===== src/rtl/snoop_pkg.sv =====
package snoop_pkg;
  localparam int RAW = 5;

  localparam logic [RAW-1:0] OFS_A2_LO = 5'h02;
  localparam logic [RAW-1:0] OFS_A2_HI = 5'h04;
  localparam logic [RAW-1:0] OFS_CTRL  = 5'h06;
  localparam logic [RAW-1:0] OFS_QSTAT = 5'h08;
  localparam logic [RAW-1:0] OFS_QDATA = 5'h0A;
  localparam logic [RAW-1:0] OFS_MSTAT = 5'h0C;
  localparam logic [RAW-1:0] OFS_A1_LO = 5'h10;
  localparam logic [RAW-1:0] OFS_A1_HI = 5'h12;

  localparam int CB_A1_ON  = 7;
  localparam int CB_A2_ON  = 6;
  localparam int CB_RSTIE  = 4;
  localparam int CB_RDYIE  = 3;
  localparam int CB_DWMODE = 2;

  localparam int SB_VALID = 7;
  localparam int SB_OVF   = 5;
  localparam int MB_RSTCH = 6;

  typedef struct packed {
    logic       tag;
    logic [7:0] data;
  } snoop_entry_t;
endpackage


===== src/rtl/snoop_match.sv =====
module snoop_match #(
  parameter int AW = 16,
  parameter int DW_SPAN = 4
) (
  input  logic          vld,
  input  logic [AW-1:0] addr,
  input  logic [AW-1:0] port1,
  input  logic [AW-1:0] port2,
  input  logic          en1,
  input  logic          en2,
  input  logic          dw_mode,
  output logic          hit,
  output logic          tag
);
  logic [AW-1:0] delta;
  logic          hit1;
  logic          hit2;

  always_comb begin
    delta = addr - port1;
    hit1  = vld && en1 && (addr == port1);
    hit2  = vld && en2 && (addr == port2);
    if (dw_mode) begin
      hit = vld && (delta < AW'(DW_SPAN));
      tag = (delta == AW'(DW_SPAN - 1));
    end else begin
      hit = hit1 || hit2;
      tag = !hit1;
    end
  end
endmodule


===== src/rtl/snoop_fifo.sv =====
module snoop_fifo #(
  parameter int DEPTH = 128,
  parameter int W = 9
) (
  input  logic         clk,
  input  logic         rst_n,
  input  logic         push,
  input  logic         pop,
  input  logic [W-1:0] wdata,
  output logic [W-1:0] rdata,
  output logic         empty,
  output logic         full
);
  localparam int PW = $clog2(DEPTH);
  localparam int CW = $clog2(DEPTH + 1);

  logic [W-1:0]  mem [DEPTH];
  logic [PW-1:0] wr_ptr_q, wr_ptr_d;
  logic [PW-1:0] rd_ptr_q, rd_ptr_d;
  logic [CW-1:0] cnt_q, cnt_d;
  logic          push_ok, pop_ok;

  assign empty = (cnt_q == '0);
  assign full  = (cnt_q == CW'(DEPTH));
  assign rdata = mem[rd_ptr_q];

  always_comb begin
    push_ok  = push && !full;
    pop_ok   = pop && !empty;
    wr_ptr_d = wr_ptr_q;
    rd_ptr_d = rd_ptr_q;
    cnt_d    = cnt_q;
    if (push_ok) wr_ptr_d = (wr_ptr_q == PW'(DEPTH - 1)) ? '0 : wr_ptr_q + 1'b1;
    if (pop_ok)  rd_ptr_d = (rd_ptr_q == PW'(DEPTH - 1)) ? '0 : rd_ptr_q + 1'b1;
    if (push_ok && !pop_ok) cnt_d = cnt_q + 1'b1;
    else if (pop_ok && !push_ok) cnt_d = cnt_q - 1'b1;
  end

  always_ff @(posedge clk or negedge rst_n) begin
    if (!rst_n) begin
      wr_ptr_q <= '0;
      rd_ptr_q <= '0;
      cnt_q    <= '0;
    end else begin
      wr_ptr_q <= wr_ptr_d;
      rd_ptr_q <= rd_ptr_d;
      cnt_q    <= cnt_d;
    end
  end

  always_ff @(posedge clk) begin
    if (push_ok) mem[wr_ptr_q] <= wdata;
  end

  // occupancy never exceeds the depth
  p_count_bound_r5: assert property (@(posedge clk) disable iff (!rst_n)
    cnt_q <= CW'(DEPTH));

  // a push into a full queue without a pop leaves it full
  p_full_hold_r6: assert property (@(posedge clk) disable iff (!rst_n)
    (full && push && !pop) |=> full);
endmodule


===== src/rtl/snoop_rstmon.sv =====
module snoop_rstmon (
  input  logic clk,
  input  logic rst_n,
  input  logic lvl,
  input  logic clr,
  output logic flag
);
  logic prev_q;
  logic flag_d;

  always_comb begin
    flag_d = (lvl != prev_q) || (flag && !clr);
  end

  always_ff @(posedge clk or negedge rst_n) begin
    if (!rst_n) begin
      prev_q <= 1'b0;
      flag   <= 1'b0;
    end else begin
      prev_q <= lvl;
      flag   <= flag_d;
    end
  end

  // a level change always leaves the flag set on the next cycle
  p_change_flag_r10: assert property (@(posedge clk) disable iff (!rst_n)
    (lvl != prev_q) |=> flag);
endmodule


===== src/rtl/host_snoop_fifo.sv =====
module host_snoop_fifo
  import snoop_pkg::*;
#(
  parameter int AW = 16,
  parameter int DEPTH = 128
) (
  input  logic           clk,
  input  logic           rst_n,
  input  logic           host_wr_vld,
  input  logic [15:0]    host_wr_addr,
  input  logic [7:0]     host_wr_data,
  input  logic           host_rst_lvl,
  input  logic [4:0]     reg_addr,
  input  logic           reg_wr,
  input  logic           reg_rd,
  input  logic [7:0]     reg_wdata,
  output logic [7:0]     reg_rdata,
  output logic           irq
);
  localparam int EW = $bits(snoop_entry_t);

  logic [AW-1:0] port1_q, port1_d;
  logic [AW-1:0] port2_q, port2_d;
  logic [7:0]    ctrl_q, ctrl_d;
  logic          ovf_q, ovf_d;
  logic          hit, tag;
  logic          q_empty, q_full, pop;
  logic          ovf_vis;
  logic          rst_flag, rst_clr;
  snoop_entry_t  head, new_ent;

  snoop_match #(.AW(AW), .DW_SPAN(4)) match_i (
    .vld     (host_wr_vld),
    .addr    (host_wr_addr),
    .port1   (port1_q),
    .port2   (port2_q),
    .en1     (ctrl_q[CB_A1_ON]),
    .en2     (ctrl_q[CB_A2_ON]),
    .dw_mode (ctrl_q[CB_DWMODE]),
    .hit     (hit),
    .tag     (tag)
  );

  assign new_ent = '{tag: tag, data: host_wr_data};
  assign pop     = reg_rd && (reg_addr == OFS_QDATA);

  snoop_fifo #(.DEPTH(DEPTH), .W(EW)) fifo_i (
    .clk   (clk),
    .rst_n (rst_n),
    .push  (hit),
    .pop   (pop),
    .wdata (new_ent),
    .rdata (head),
    .empty (q_empty),
    .full  (q_full)
  );

  assign rst_clr = reg_wr && (reg_addr == OFS_MSTAT) && reg_wdata[MB_RSTCH];

  snoop_rstmon rstmon_i (
    .clk   (clk),
    .rst_n (rst_n),
    .lvl   (host_rst_lvl),
    .clr   (rst_clr),
    .flag  (rst_flag)
  );

  always_comb begin
    port1_d = port1_q;
    port2_d = port2_q;
    ctrl_d  = ctrl_q;
    ovf_d   = ovf_q;
    if (reg_wr) begin
      case (reg_addr)
        OFS_A1_LO: port1_d[7:0]    = reg_wdata;
        OFS_A1_HI: port1_d[AW-1:8] = reg_wdata[AW-9:0];
        OFS_A2_LO: port2_d[7:0]    = reg_wdata;
        OFS_A2_HI: port2_d[AW-1:8] = reg_wdata[AW-9:0];
        OFS_CTRL:  ctrl_d          = reg_wdata;
        default: ;
      endcase
    end
    if (hit && q_full) ovf_d = 1'b1;
    else if (q_empty || (reg_wr && reg_addr == OFS_QSTAT && reg_wdata[SB_OVF])) ovf_d = 1'b0;
  end

  always_ff @(posedge clk or negedge rst_n) begin
    if (!rst_n) begin
      port1_q <= '0;
      port2_q <= '0;
      ctrl_q  <= '0;
      ovf_q   <= 1'b0;
    end else begin
      port1_q <= port1_d;
      port2_q <= port2_d;
      ctrl_q  <= ctrl_d;
      ovf_q   <= ovf_d;
    end
  end

  assign ovf_vis = ovf_q && !q_empty;

  always_comb begin
    reg_rdata = 8'h00;
    case (reg_addr)
      OFS_A1_LO: reg_rdata = port1_q[7:0];
      OFS_A1_HI: reg_rdata = port1_q[AW-1:8];
      OFS_A2_LO: reg_rdata = port2_q[7:0];
      OFS_A2_HI: reg_rdata = port2_q[AW-1:8];
      OFS_CTRL:  reg_rdata = ctrl_q;
      OFS_QSTAT: begin
        reg_rdata[SB_VALID] = !q_empty;
        reg_rdata[SB_OVF]   = ovf_vis;
        reg_rdata[0]        = !q_empty && head.tag;
      end
      OFS_QDATA: reg_rdata = q_empty ? 8'h00 : head.data;
      OFS_MSTAT: reg_rdata[MB_RSTCH] = rst_flag;
      default: ;
    endcase
  end

  assign irq = (!q_empty && ctrl_q[CB_RDYIE]) || (rst_flag && ctrl_q[CB_RSTIE]);

  // a capture refused by a full queue shows as overflow next cycle
  p_full_drop_r6: assert property (@(posedge clk) disable iff (!rst_n)
    (hit && q_full && !pop) |=> ovf_vis);

  // popping an empty queue with no capture keeps it empty
  p_empty_read_r8: assert property (@(posedge clk) disable iff (!rst_n)
    (pop && q_empty && !hit) |=> q_empty);
endmodule


===== config.mk =====
export PLATFORM = sky130hd
export DESIGN_NAME = host_snoop_fifo
export DESIGN_NICKNAME = d
export VERILOG_FILES = /design/src/rtl/snoop_pkg.sv /design/src/rtl/snoop_match.sv /design/src/rtl/snoop_fifo.sv /design/src/rtl/snoop_rstmon.sv /design/src/rtl/host_snoop_fifo.sv
export SDC_FILE = /design/constraint.sdc
export NUM_CORES = 1
export LEC_CHECK = 0
export BUFFER_PORTS_ARGS = -buffer_cell sky130_fd_sc_hd__buf_2
export CAP_MARGIN = 20
export CORE_UTILIZATION = 39
export DETAILED_ROUTE_END_ITERATION = 8
export SYNTH_ARGS = -nofsm -noshare
export SYNTH_HDL_FRONTEND = slang
export SYNTH_SLANG_ARGS = --single-unit

===== constraint.sdc =====
create_clock -name clk -period 4.17 [get_ports clk]
set_input_delay 0.6255 -clock clk [delete_from_list [all_inputs] [get_ports clk]]
set_output_delay 0.6255 -clock clk [all_outputs]
set_load 0.03 [all_outputs]

**Word-level counts from Yosys, hierarchy flattened**

Memory sizes are Yosys's and may differ from the RTL's.
Cells that the tools add are included.
W data, S select, Z words.

- Register bits after elaboration: 65
- Memory bits (writable): 1152
- Output and inout port bits: 9
- Memories kept: 1

Memories:

| memory | depth | width | rd ports | clocked after memory_dff | write ports | RTL line | RTL |
|---|---|---|---|---|---|---|---|
| fifo_i.mem | 128 | 9 | 1 | 0 | 1 | snoop_fifo.sv:17 | `logic [W-1:0] mem [DEPTH];` |

- Add/sub/neg operators: 5
- Order comparisons: 1
- Eq/ne operators: 15
- Multiplexer cells: 16
- Reductions and logical operators: 38

Operator list:

| operator | number |
|---|---|
| $eq A16 B16 Y1 | 2 |
| $pmux W1 S7 | 4 |
| $mux W8 | 3 |
| $pmux W4 S6 | 1 |
| $logic_and A1 B1 Y1 | 20 |
| $eq A16 B2 Y1 const B | 1 |
| $lt A16 B3 Y1 const B | 1 |
| $sub A16 B16 Y16 | 1 |
| $eq A5 B4 Y1 const B | 3 |
| $add A7 B1 Y7 const B | 2 |
| $eq A7 B7 Y1 const B | 2 |
| $mux W7 | 2 |
| $eq A5 B3 Y1 const B | 2 |
| $eq A5 B5 Y1 const B | 2 |
| $reduce_and A2 Y1 | 5 |
| $add A8 B1 Y8 const B | 1 |
| $eq A8 B8 Y1 const B | 1 |
| $logic_not A8 Y1 | 1 |
| $sub A8 B1 Y8 const B | 1 |
| $logic_not A1 Y1 | 6 |
| $mux W1 | 6 |
| $eq A5 B2 Y1 const B | 1 |
| $logic_or A1 B1 Y1 | 4 |
| $reduce_bool A2 Y1 | 2 |
| $ne A1 B1 Y1 | 1 |

**Depth between registers and ports, before layout**

Gate-level depths: netlist of the first run.

- Word-level depth: 9
- Gate-level depth with buffers: 25
- Mapped depth without buffers: 23

**By module**

Synthesis of the first run repeated with hierarchy kept, for this count alone.

- Cells, all modules: 2598
- Area, all modules: 49602.6 µm²

Modules (own cells, without submodules):

| module | instances | cells each | area an instance (µm²) | seq. area each (µm²) |
|---|---|---|---|---|
| snoop_fifo | 1 | 2230 | 46020.4 | 35143.7 |
| host_snoop_fifo | 1 | 174 | 2129.5 | 1026.0 |
| snoop_match | 1 | 189 | 1385.1 | 0.0 |
| snoop_rstmon | 1 | 5 | 67.6 | 50.0 |

**Least setup slack after synthesis of the first run**

OpenSTA, ideal clock, no wires.

- Path kind: in2reg
- From: in host_wr_addr[0]
- To: reg fifo_i.cnt_q[7]
- Library setup time: 125 ps
- Data arrival time: 4696 ps
- Required time: 4045 ps
- Setup slack: -651 ps
- Cell stages on the path: 25
- Path buffers: 2
- Cell sequence: inv_1 -> ha_1 -> fa_1 -> nand2b_1 -> a211oi_2 -> o21bai_1 -> and3_1 -> o221ai_2 -> nor4_4 -> a21oi_1 -> buf_2 -> buf_1 -> inv_1 -> ha_1 -> inv_1 -> ha_1 -> a21o_1 -> a21oi_1 -> o21bai_1 -> a21oi_1 -> o21bai_1 -> a21oi_1 -> xnor2_1 -> nor2_1 -> xor2_1

- Cells in the longest elaborated chain, start to end: 8

RTL lines:

| element | RTL line | RTL |
|---|---|---|
| from (decl) | host_snoop_fifo.sv:10 | `input logic [15:0] host_wr_addr,` |
| $sub A16 B16 Y16, or another cell as far along | snoop_match.sv:20 | `delta = addr - port1;` |
| $lt A16 B3 Y1, or another cell as far along | snoop_match.sv:24 | `hit = vld && (delta < AW'(DW_SPAN));` |
| $logic_and A1 B1 Y1 / $logic_or A1 B1 Y1 (equally long branches) | snoop_match.sv:24, snoop_match.sv:27 |  |
| $mux W1 * | snoop_match.sv:23 | `if (dw_mode) begin` |
| $logic_and A1 B1 Y1 * | snoop_fifo.sv:28 | `push_ok = push && !full;` |
| via fifo_i.push_ok | snoop_fifo.sv:21 | `logic push_ok, pop_ok;` |
| $logic_not A1 Y1 | snoop_fifo.sv:36 | `else if (pop_ok && !push_ok) cnt_d = cnt_q - 1'b1;` |
| $logic_and A1 B1 Y1 | snoop_fifo.sv:36 |  |
| $reduce_bool A2 Y1 (no line) | -- |  |
| to (signal assigned) | snoop_fifo.sv:47 | `cnt_q <= cnt_d;` |
| to (decl) | snoop_fifo.sv:20 | `logic [CW-1:0] cnt_q, cnt_d;` |

The timed path passes the listed nets; every way through them passes the cells marked *.
A chain may end at the register's enable or synchronous reset.

**Final worst setup path of the first run**

- From: reg fifo_i.rd_ptr_q[0]
- To: out reg_rdata[2]

- Cells in the longest elaborated chain, start to end: 3

RTL lines:

| element | RTL line | RTL |
|---|---|---|
| from (decl) | snoop_fifo.sv:19 | `logic [PW-1:0] rd_ptr_q, rd_ptr_d;` |
| from (signal assigned) | snoop_fifo.sv:46 | `rd_ptr_q <= rd_ptr_d;` |
| $mem_v2 Z128 W9 | -- |  |
| $mux W8 | host_snoop_fifo.sv:116 | `OFS_QDATA: reg_rdata = q_empty ? 8'h00 : head.data;` |
| $pmux W4 S6 | host_snoop_fifo.sv:105 | `case (reg_addr)` |
| to (decl) | host_snoop_fifo.sv:17 | `output logic [7:0] reg_rdata,` |

No other way between the ends.

==> results of run 1 <==
## routing by layer
metal  up-vias  global-route usage (%)  share of wire, %
met5         -                       0                 0
met4         0                   5.060               2.3
met3       166                   2.668               6.6
met2       964                   31.07                49
met1     13454                   27.82                42
li1      10524                       -                 -
## cells in the final DEF, fill, tap and decap left out, types with 26 or more instances in the layout
master,Yosys,final
nor2_1,34,33
buf_2,34,37
nand2_1,46,46
clkbuf_16,0,127
dfrtp_1,65,60
edfxtp_1,1152,1152
inv_1,33,31
clkinv_1,1,28
buf_4,8,291
xnor2_1,29,27
nor3_1,132,109
buf_12,0,40
mux4_2,374,374
mux2_2,43,42
buf_6,7,26
## cells in the mapped netlist (3+ instances only)
| cell type | count | area share (%) |
|---|---|---|
| nand3_1 | 18 | 0.18 |
| buf_1 | 28 | 0.21 |
| nand3b_1 | 3 | 0.046 |
| a21oi_1 | 29 | 0.30 |
| o21bai_1 | 4 | 0.061 |
| mux2_2 | 43 | 0.99 |
| nor3b_1 | 5 | 0.076 |
| nor4_1 | 4 | 0.051 |
| nor2_4 | 7 | 0.16 |
| clkbuf_1 | 52 | 0.40 |
| buf_4 | 8 | 0.12 |
| a21o_1 | 3 | 0.046 |
| o21ai_1 | 11 | 0.11 |
| a221oi_1 | 6 | 0.11 |
| ha_1 | 24 | 0.61 |
| and3_1 | 6 | 0.076 |
| mux4_2 | 374 | 17 |
| a31oi_1 | 5 | 0.064 |
| nor2_1 | 34 | 0.26 |
| nor2b_1 | 10 | 0.13 |
| o21ai_0 | 29 | 0.30 |
| and2_1 | 3 | 0.038 |
| nor2_2 | 3 | 0.038 |
| a211oi_1 | 3 | 0.046 |
| nand2b_1 | 11 | 0.14 |
| o211ai_1 | 6 | 0.092 |
| dfrtp_1 | 65 | 3.3 |
| nand4_1 | 9 | 0.11 |
| nor3_1 | 132 | 1.3 |
| buf_6 | 7 | 0.16 |
| nand2_1 | 46 | 0.35 |
| xnor2_1 | 29 | 0.52 |
| o31ai_1 | 4 | 0.061 |
| xor2_1 | 8 | 0.14 |
| buf_2 | 34 | 0.35 |
| mux2i_1 | 19 | 0.39 |
| edfxtp_1 | 1152 | 70 |
| inv_1 | 33 | 0.25 |
## final timing paths
check / slack (ns) / depth (start not counted) / to / from
setup / recovery: -0.40 / 10 / reg_rdata[2] / fifo_i.rd_ptr_q[0]$_DFFE_PN0P_
hold / removal: 0.08 / 1 / rstmon_i.prev_q$_DFF_PN0_ / host_rst_lvl
setup reg to reg: 0 / 23 / fifo_i.cnt_q[7]$_DFFE_PN0P_ / port1_q[0]$_DFFE_PN0P_
hold reg to reg: 0.49 / 2 / rstmon_i.flag$_DFF_PN0_ / rstmon_i.prev_q$_DFF_PN0_
max in group asynchronous: 2.90 / 5 / fifo_i.cnt_q[4]$_DFFE_PN0P_ / rst_n
min in group asynchronous: 0.28 / 2 / port2_q[0]$_DFFE_PN0P_ / rst_n
## cells by family after synthesis
kind of cell | after synthesis | synth area share [%]
flip-flops | 1217 | 73.75
XOR/XNOR | 37 | 0.6599
multiplexers | 436 | 18.52
adder cells (fa/ha/maj) | 26 | 0.6930
buffers and inverters | 164 | 1.531
AO/OA/AOI/OAI | 124 | 1.633
AND/OR/NAND/NOR | 302 | 3.208
## area by class of cell
cell class / instances / area [um^2]
flip-flops and latches: 1217 / 36240
diodes: 1 / 2.502
inverters: 34 / 132.6
well taps: 1637 / 2048
multi-input cells: 925 / 12570
fillers: 10054 / 65330
clock inverters: 75 / 813.3
clock buffers: 144 / 3114
repair buffers: 416 / 4029
## worst max-delay path, stage by stage, from the launching register on
cell,delay [ns]
dfrtp_4,0.47
clkbuf_16,0.17
buf_16,0.17
buf_16,0.15
mux4_2,0.53
mux4_2,0.56
mux4_2,0.53
mux2i_2,0.20
buf_4,0.17
o21ai_4,0.06
buf_6,0.16
## repair_timing
action,in CTS,in global routing
hold buffers,0,1
setup buffers,27,27
cloned,11,10
pin swaps,17,25
endpoints found under the hold margin,0,11
gates resized for setup,61,92
endpoints found under the setup margin,9,129
## through the flow
step                hold WS (ns)  worst slack (ns)  setup TNS, ns
floorplan                 0.3299           -0.2385        -0.2685
global placement          0.4924           -0.3506         -4.937
detailed placement        0.4782           -0.3667         -7.549
CTS                      0.05815           -0.5316         -3.942
global route             0.06898           -0.4787         -3.980
finish                   0.08233           -0.4019         -3.046
## power breakdown
group / switching [uW] / internal, uW / leakage, uW / total, uW
Combinational: 3880 / 3560 / 0.00587 / 7440
Sequential: 221 / 13700 / 0.0112 / 13900
Clock: 4590 / 6200 / 0.00190 / 10800
Total: 8700 / 23400 / 0.0189 / 32100
## state kept, by name (all words and copies together), names as in the netlist, 7 cells and up
signal / cells
fifo_i.mem: 1152
port1_q: 16
port2_q: 16
ctrl_q: 8
fifo_i.cnt_q: 8
fifo_i.rd_ptr_q: 7
fifo_i.wr_ptr_q: 7
==> key figures, run 1 <==
Route
  – # DRC: 0
  – Final antenna-violating net count: 0
  – Via/cell ratio: 5.644
  – Drt total wl: 123100 um
  – Vias: 25108
  – DRT Pass-1 Iters: 5
  – Wirelength per Cell: 27.68 um
  – Initial DRC count: 2742

Finish
  – Design area: 0.05895 mm^2
  – Layout area overhead: 20.03%
  – Post-Route Utilization: 47.43%
  – Post-layout instance count excluding filler cells: 4449
  – Nets: 2784
  – Share of layout cells above drive strength 1: 38.71%

Timing
  – RSZ-0062 raised after global routing: yes
  – Slew @ Worst Pin: 1.091 ns
  – Worst setup margin: -0.4019 ns
  – Period utilization: 109.6%
  – Max frequency: 218.7 MHz
  – Relative slew slack: 27.25%
  – Finish-stage setup viols: 8
  – Fin. Hold Viols: 0
  – Setup Skew: 0.02737 ns
  – Min Tclk post-route: 4.572 ns
  – Slew Limit Fails: 0

Clock network
  – H-tree level count: 3
  – Max clock buf depth: 3
  – Num Clock Sinks: 1217
  – CTS Buf Count: 121
  – CTS tree: built
  – Root buf cell: clkbuf_16
  – Clk_lat worst skew: 0.73 ns
  – Reg clk slew, reported paths: 0.06 ns

Power and ir drop
  – Lkg Pwr: 0.01893 uW
  – Final Power: 32110 uW
  – Peak supply drop: 0.0004251 V
  – Pwr/cell area: 544.7 mW/mm^2

Synth
  – YS warnings: 0
  – Syn_area_per_cell: 21.30 um^2
  – Netlist cell types: 68
  – Post-synth net total: 2375
  – Synth Flop Type: edfxtp_1
  – Post-synth EDFFs: 1152
  – Post-Synthesis Cells: 2306
  – Yosys reg bits: 1217
  – Register area share after synthesis: 73.75%
  – Async SR Flop Fraction: 5.341%
  – Post-Syn Area: 0.04911 mm^2

Worst setup path
  – Startpoint types: flop
  – Crit-path max FO: 7
  – Setup CP Type: flop to primary output
  – Worst path required time: 3.54 ns
  – Worst Setup End Kind: primary output
  – Worst Path Arrival: 3.95 ns

Place
  – Placed cells: 4162
  – HPWL Detailed: 75470 um
  – Cell Area, Placed: 0.05353 mm^2
  – PortBufs: 51
  – Placer Congestion: 0.8936

Die
  – Die Wd: 356.9 um
  – I/O pins: 52
  – Row cnt: 129
  – Die Y-Extent: 356.9 um
  – Starting Density: 39.52%
  – CORE AREA: 0.1243 mm^2
  – Die area: 0.1273 mm^2

Global routing
  – First-pass GRT wire length: 178100 um
  – Vias in the first global route: 25466
  – GRT Util Overall: 19.32%
  – Initial antenna violation count: 2
  – Largest net degree at the start of global routing: 102
  – GRT overflow: 0

Outcome
  – Status: finished with violations
  – Failing checks: setup timing

Job
  – Max-Cap Viols: 0

Worst hold path
  – Worst hold path class: input pin to flop
(Power assumes the default switching activity.)
==> run 2: changes to the inputs <==
- CORE_MARGIN: unset -> 2
- PLACE_DENSITY_LB_ADDON: unset -> 0.05
==> run 2 against run 1 <==
Against the previous run:
- setup slack got worse by 0.15 ns
- highest routed layer unchanged
- non-clock buffer count is 9 lower
- utilization is essentially flat
- power is 3.5% higher
- clock-buffer cell count grew 32
- worst hold slack better by 0.094 ns
- combinational power is 3.2% higher
- final area grew 0.68%
- the flow still finishes with violations (setup timing)
==> key figures, run 2 (same netlist as run 1, synthesis figures left out) <==
Die
  – Starting Density: 39.21%
  – Die area: 0.1288 mm^2
  – CORE AREA: 0.1252 mm^2
  – Row cnt: 130
  – I/O pins: 52
  – Die Y-Extent: 358.9 um
  – Die Wd: 358.9 um

Finish
  – Share of layout cells above drive strength 1: 38.14%
  – Layout area overhead: 20.84%
  – Most common cell after layout, fill and taps aside: edfxtp_1
  – Most frequent cells in the layout: edfxtp_1 (1152), mux4_2 (374), buf_4 (282)
  – Post-Route Utilization: 47.38%
  – Top Registers: fifo_i.mem x1152, port1_q x16, port2_q x16
  – Max reg flops: 1152
  – Nets: 2791
  – Design area: 0.05935 mm^2
  – Most flops, register: fifo_i.mem

Clock network
  – Root buf cell: clkbuf_16
  – CTS tree: built
  – Clk_lat worst skew: 0.78 ns
  – Num Clock Sinks: 1217
  – Max clock buf depth: 3
  – CTS Buf Count: 137
  – Reg clk slew, reported paths: 0.06 ns
  – H-tree level count: 4

Power and ir drop
  – Sw Share: 27.59%
  – Combinational share of power: 23.1%
  – Sequential Power Share: 41.7%
  – Final Power: 33240 uW
  – Peak supply drop: 0.0004483 V
  – Switching power: 9170 uW
  – Pint: 24070 uW
  – Lkg Pwr: 0.01908 uW
  – Clock Power Share: 35.2%
  – Pwr/cell area: 560.1 mW/mm^2

Timing
  – Setup Skew: 0.02920 ns
  – Max frequency: 212.0 MHz
  – Slew Limit Fails: 0
  – Slew @ Worst Pin: 1.204 ns
  – Min Tclk post-route: 4.718 ns
  – Fin. Hold Viols: 0
  – Finish-stage setup viols: 9
  – Setup TNS: -4.200 ns
  – Worst setup margin: -0.5479 ns
  – Worst hold slack: 0.1765 ns
  – RSZ-0062 raised after global routing: yes
  – Relative slew slack: 17.67%
  – Period utilization: 113.1%

Worst setup path
  – Worst Path Arrival: 4.09 ns
  – Worst-path cell chain: buf_8 > buf_16 > buf_16 > mux4_2 > mux4_2 > mux4_2 > mux2i_2 > buf_4 > o21ai_4 > buf_6
  – Crit-path max FO: 7
  – CP dominant cell by count: mux4_2
  – Critical R2R Launch: port1_q[0]$_DFFE_PN0P_
  – CP delay by family, top: multiplexers
  – Worst Setup End Kind: primary output
  – CP max-delay cell: mux4_2
  – CP Launch Point: fifo_i.rd_ptr_q[0]$_DFFE_PN0P_
  – Worst path required time: 3.54 ns
  – Critical path buffers and inverters: 5
  – Setup CP Type: flop to primary output
  – Startpoint types: flop
  – CP max stage delay: 0.62 ns

Job
  – Max-Cap Viols: 0

Route
  – Vias: 25037
  – Drt total wl: 133100 um
  – Final antenna-violating net count: 0
  – Initial DRC count: 2718
  – # DRC: 0
  – DRT Pass-1 Iters: 6
  – Via/cell ratio: 5.579
  – Wirelength per Cell: 29.66 um

Worst hold path
  – Worst hold path class: input pin to flop
  – Hold_sp: reg_wdata[7]

Place
  – PortBufs: 51
  – HPWL Detailed: 82140 um
  – Placer Congestion: 0.8710
  – Cell Area, Placed: 0.05368 mm^2

Global routing
  – GRT Util Overall: 20.63%
  – First-pass GRT wire length: 190000 um
  – Initial antenna violation count: 9
  – Vias in the first global route: 25546
  – GRT overflow: 0
  – Largest net degree at the start of global routing: 84

Outcome
  – Status: finished with violations
  – Failing checks: setup timing
run 2: cell count changes in the layout (fill, tap and decap cells not counted), sizes merged:
cell,previous run,this run
clkinv,50,57
bufinv,14,9
dlygate4sd3,1,2
buf,408,396
bufbuf,1,0
inv,40,42
clkbuf,150,185
clkinvlp,5,4
run 2: final timing paths:
kind,end,slack [ns],depth (start not counted)
max,reg_rdata[2],-0.55,10
min,port1_q[15]$_DFFE_PN0P_,0.18,2
max reg2reg,fifo_i.cnt_q[7]$_DFFE_PN0P_,-0.02,23
min reg2reg,rstmon_i.flag$_DFF_PN0_,0.50,2
max in group asynchronous,fifo_i.rd_ptr_q[0]$_DFFE_PN0P_,2.95,4
min in group asynchronous,port1_q[6]$_DFFE_PN0P_,0.32,2
run 2: final cells by class:
class | count | area [um^2]
flip-flops and latches | 1217 | 36240
repair buffers | 407 | 4115
well taps | 1650 | 2064
multi-input cells | 925 | 12440
inverters | 34 | 130.1
diodes | 1 | 2.502
fillers | 10396 | 65900
clock buffers | 176 | 3637
clock inverters | 78 | 721.9
run 2: what timing repair did:
action,CTS,global route
resized for setup,60,54
endpoints found under the hold margin,1,13
setup endpoints to repair,9,414
cloned,9,9
hold buffers,1,1
pin swaps,2,22
setup buffers,13,25
run 2: power groups by stage:
stage | Combinational (uW) | Sequential, uW | Clock [uW]
after detailed placement | 6800 | 14100 | 0
final | 7680 | 13900 | 11700
after floorplan | 3990 | 14000 | 0
after CTS | 7340 | 13900 | 12000
after global placement | 6750 | 14100 | 0
after global routing | 8110 | 13900 | 12500
run 2: per-stage QoR:
step	setup WS, ns	std cells
floorplan	-0.2385	2306
global placement	-0.4108	4176
detailed placement	-0.3555	4177
CTS	-0.7134	4452
global route	-0.6284	4487
finish	-0.5479	4488
run 2: per-layer routing:
layer	track usage [%]	vias up	share of wire (%)
met1	30.32	13630	45
met4	5.204	0	1.8
met5	0	-	0
met2	32.16	676	48
met3	3.500	154	4.9
li1	-	10577	-
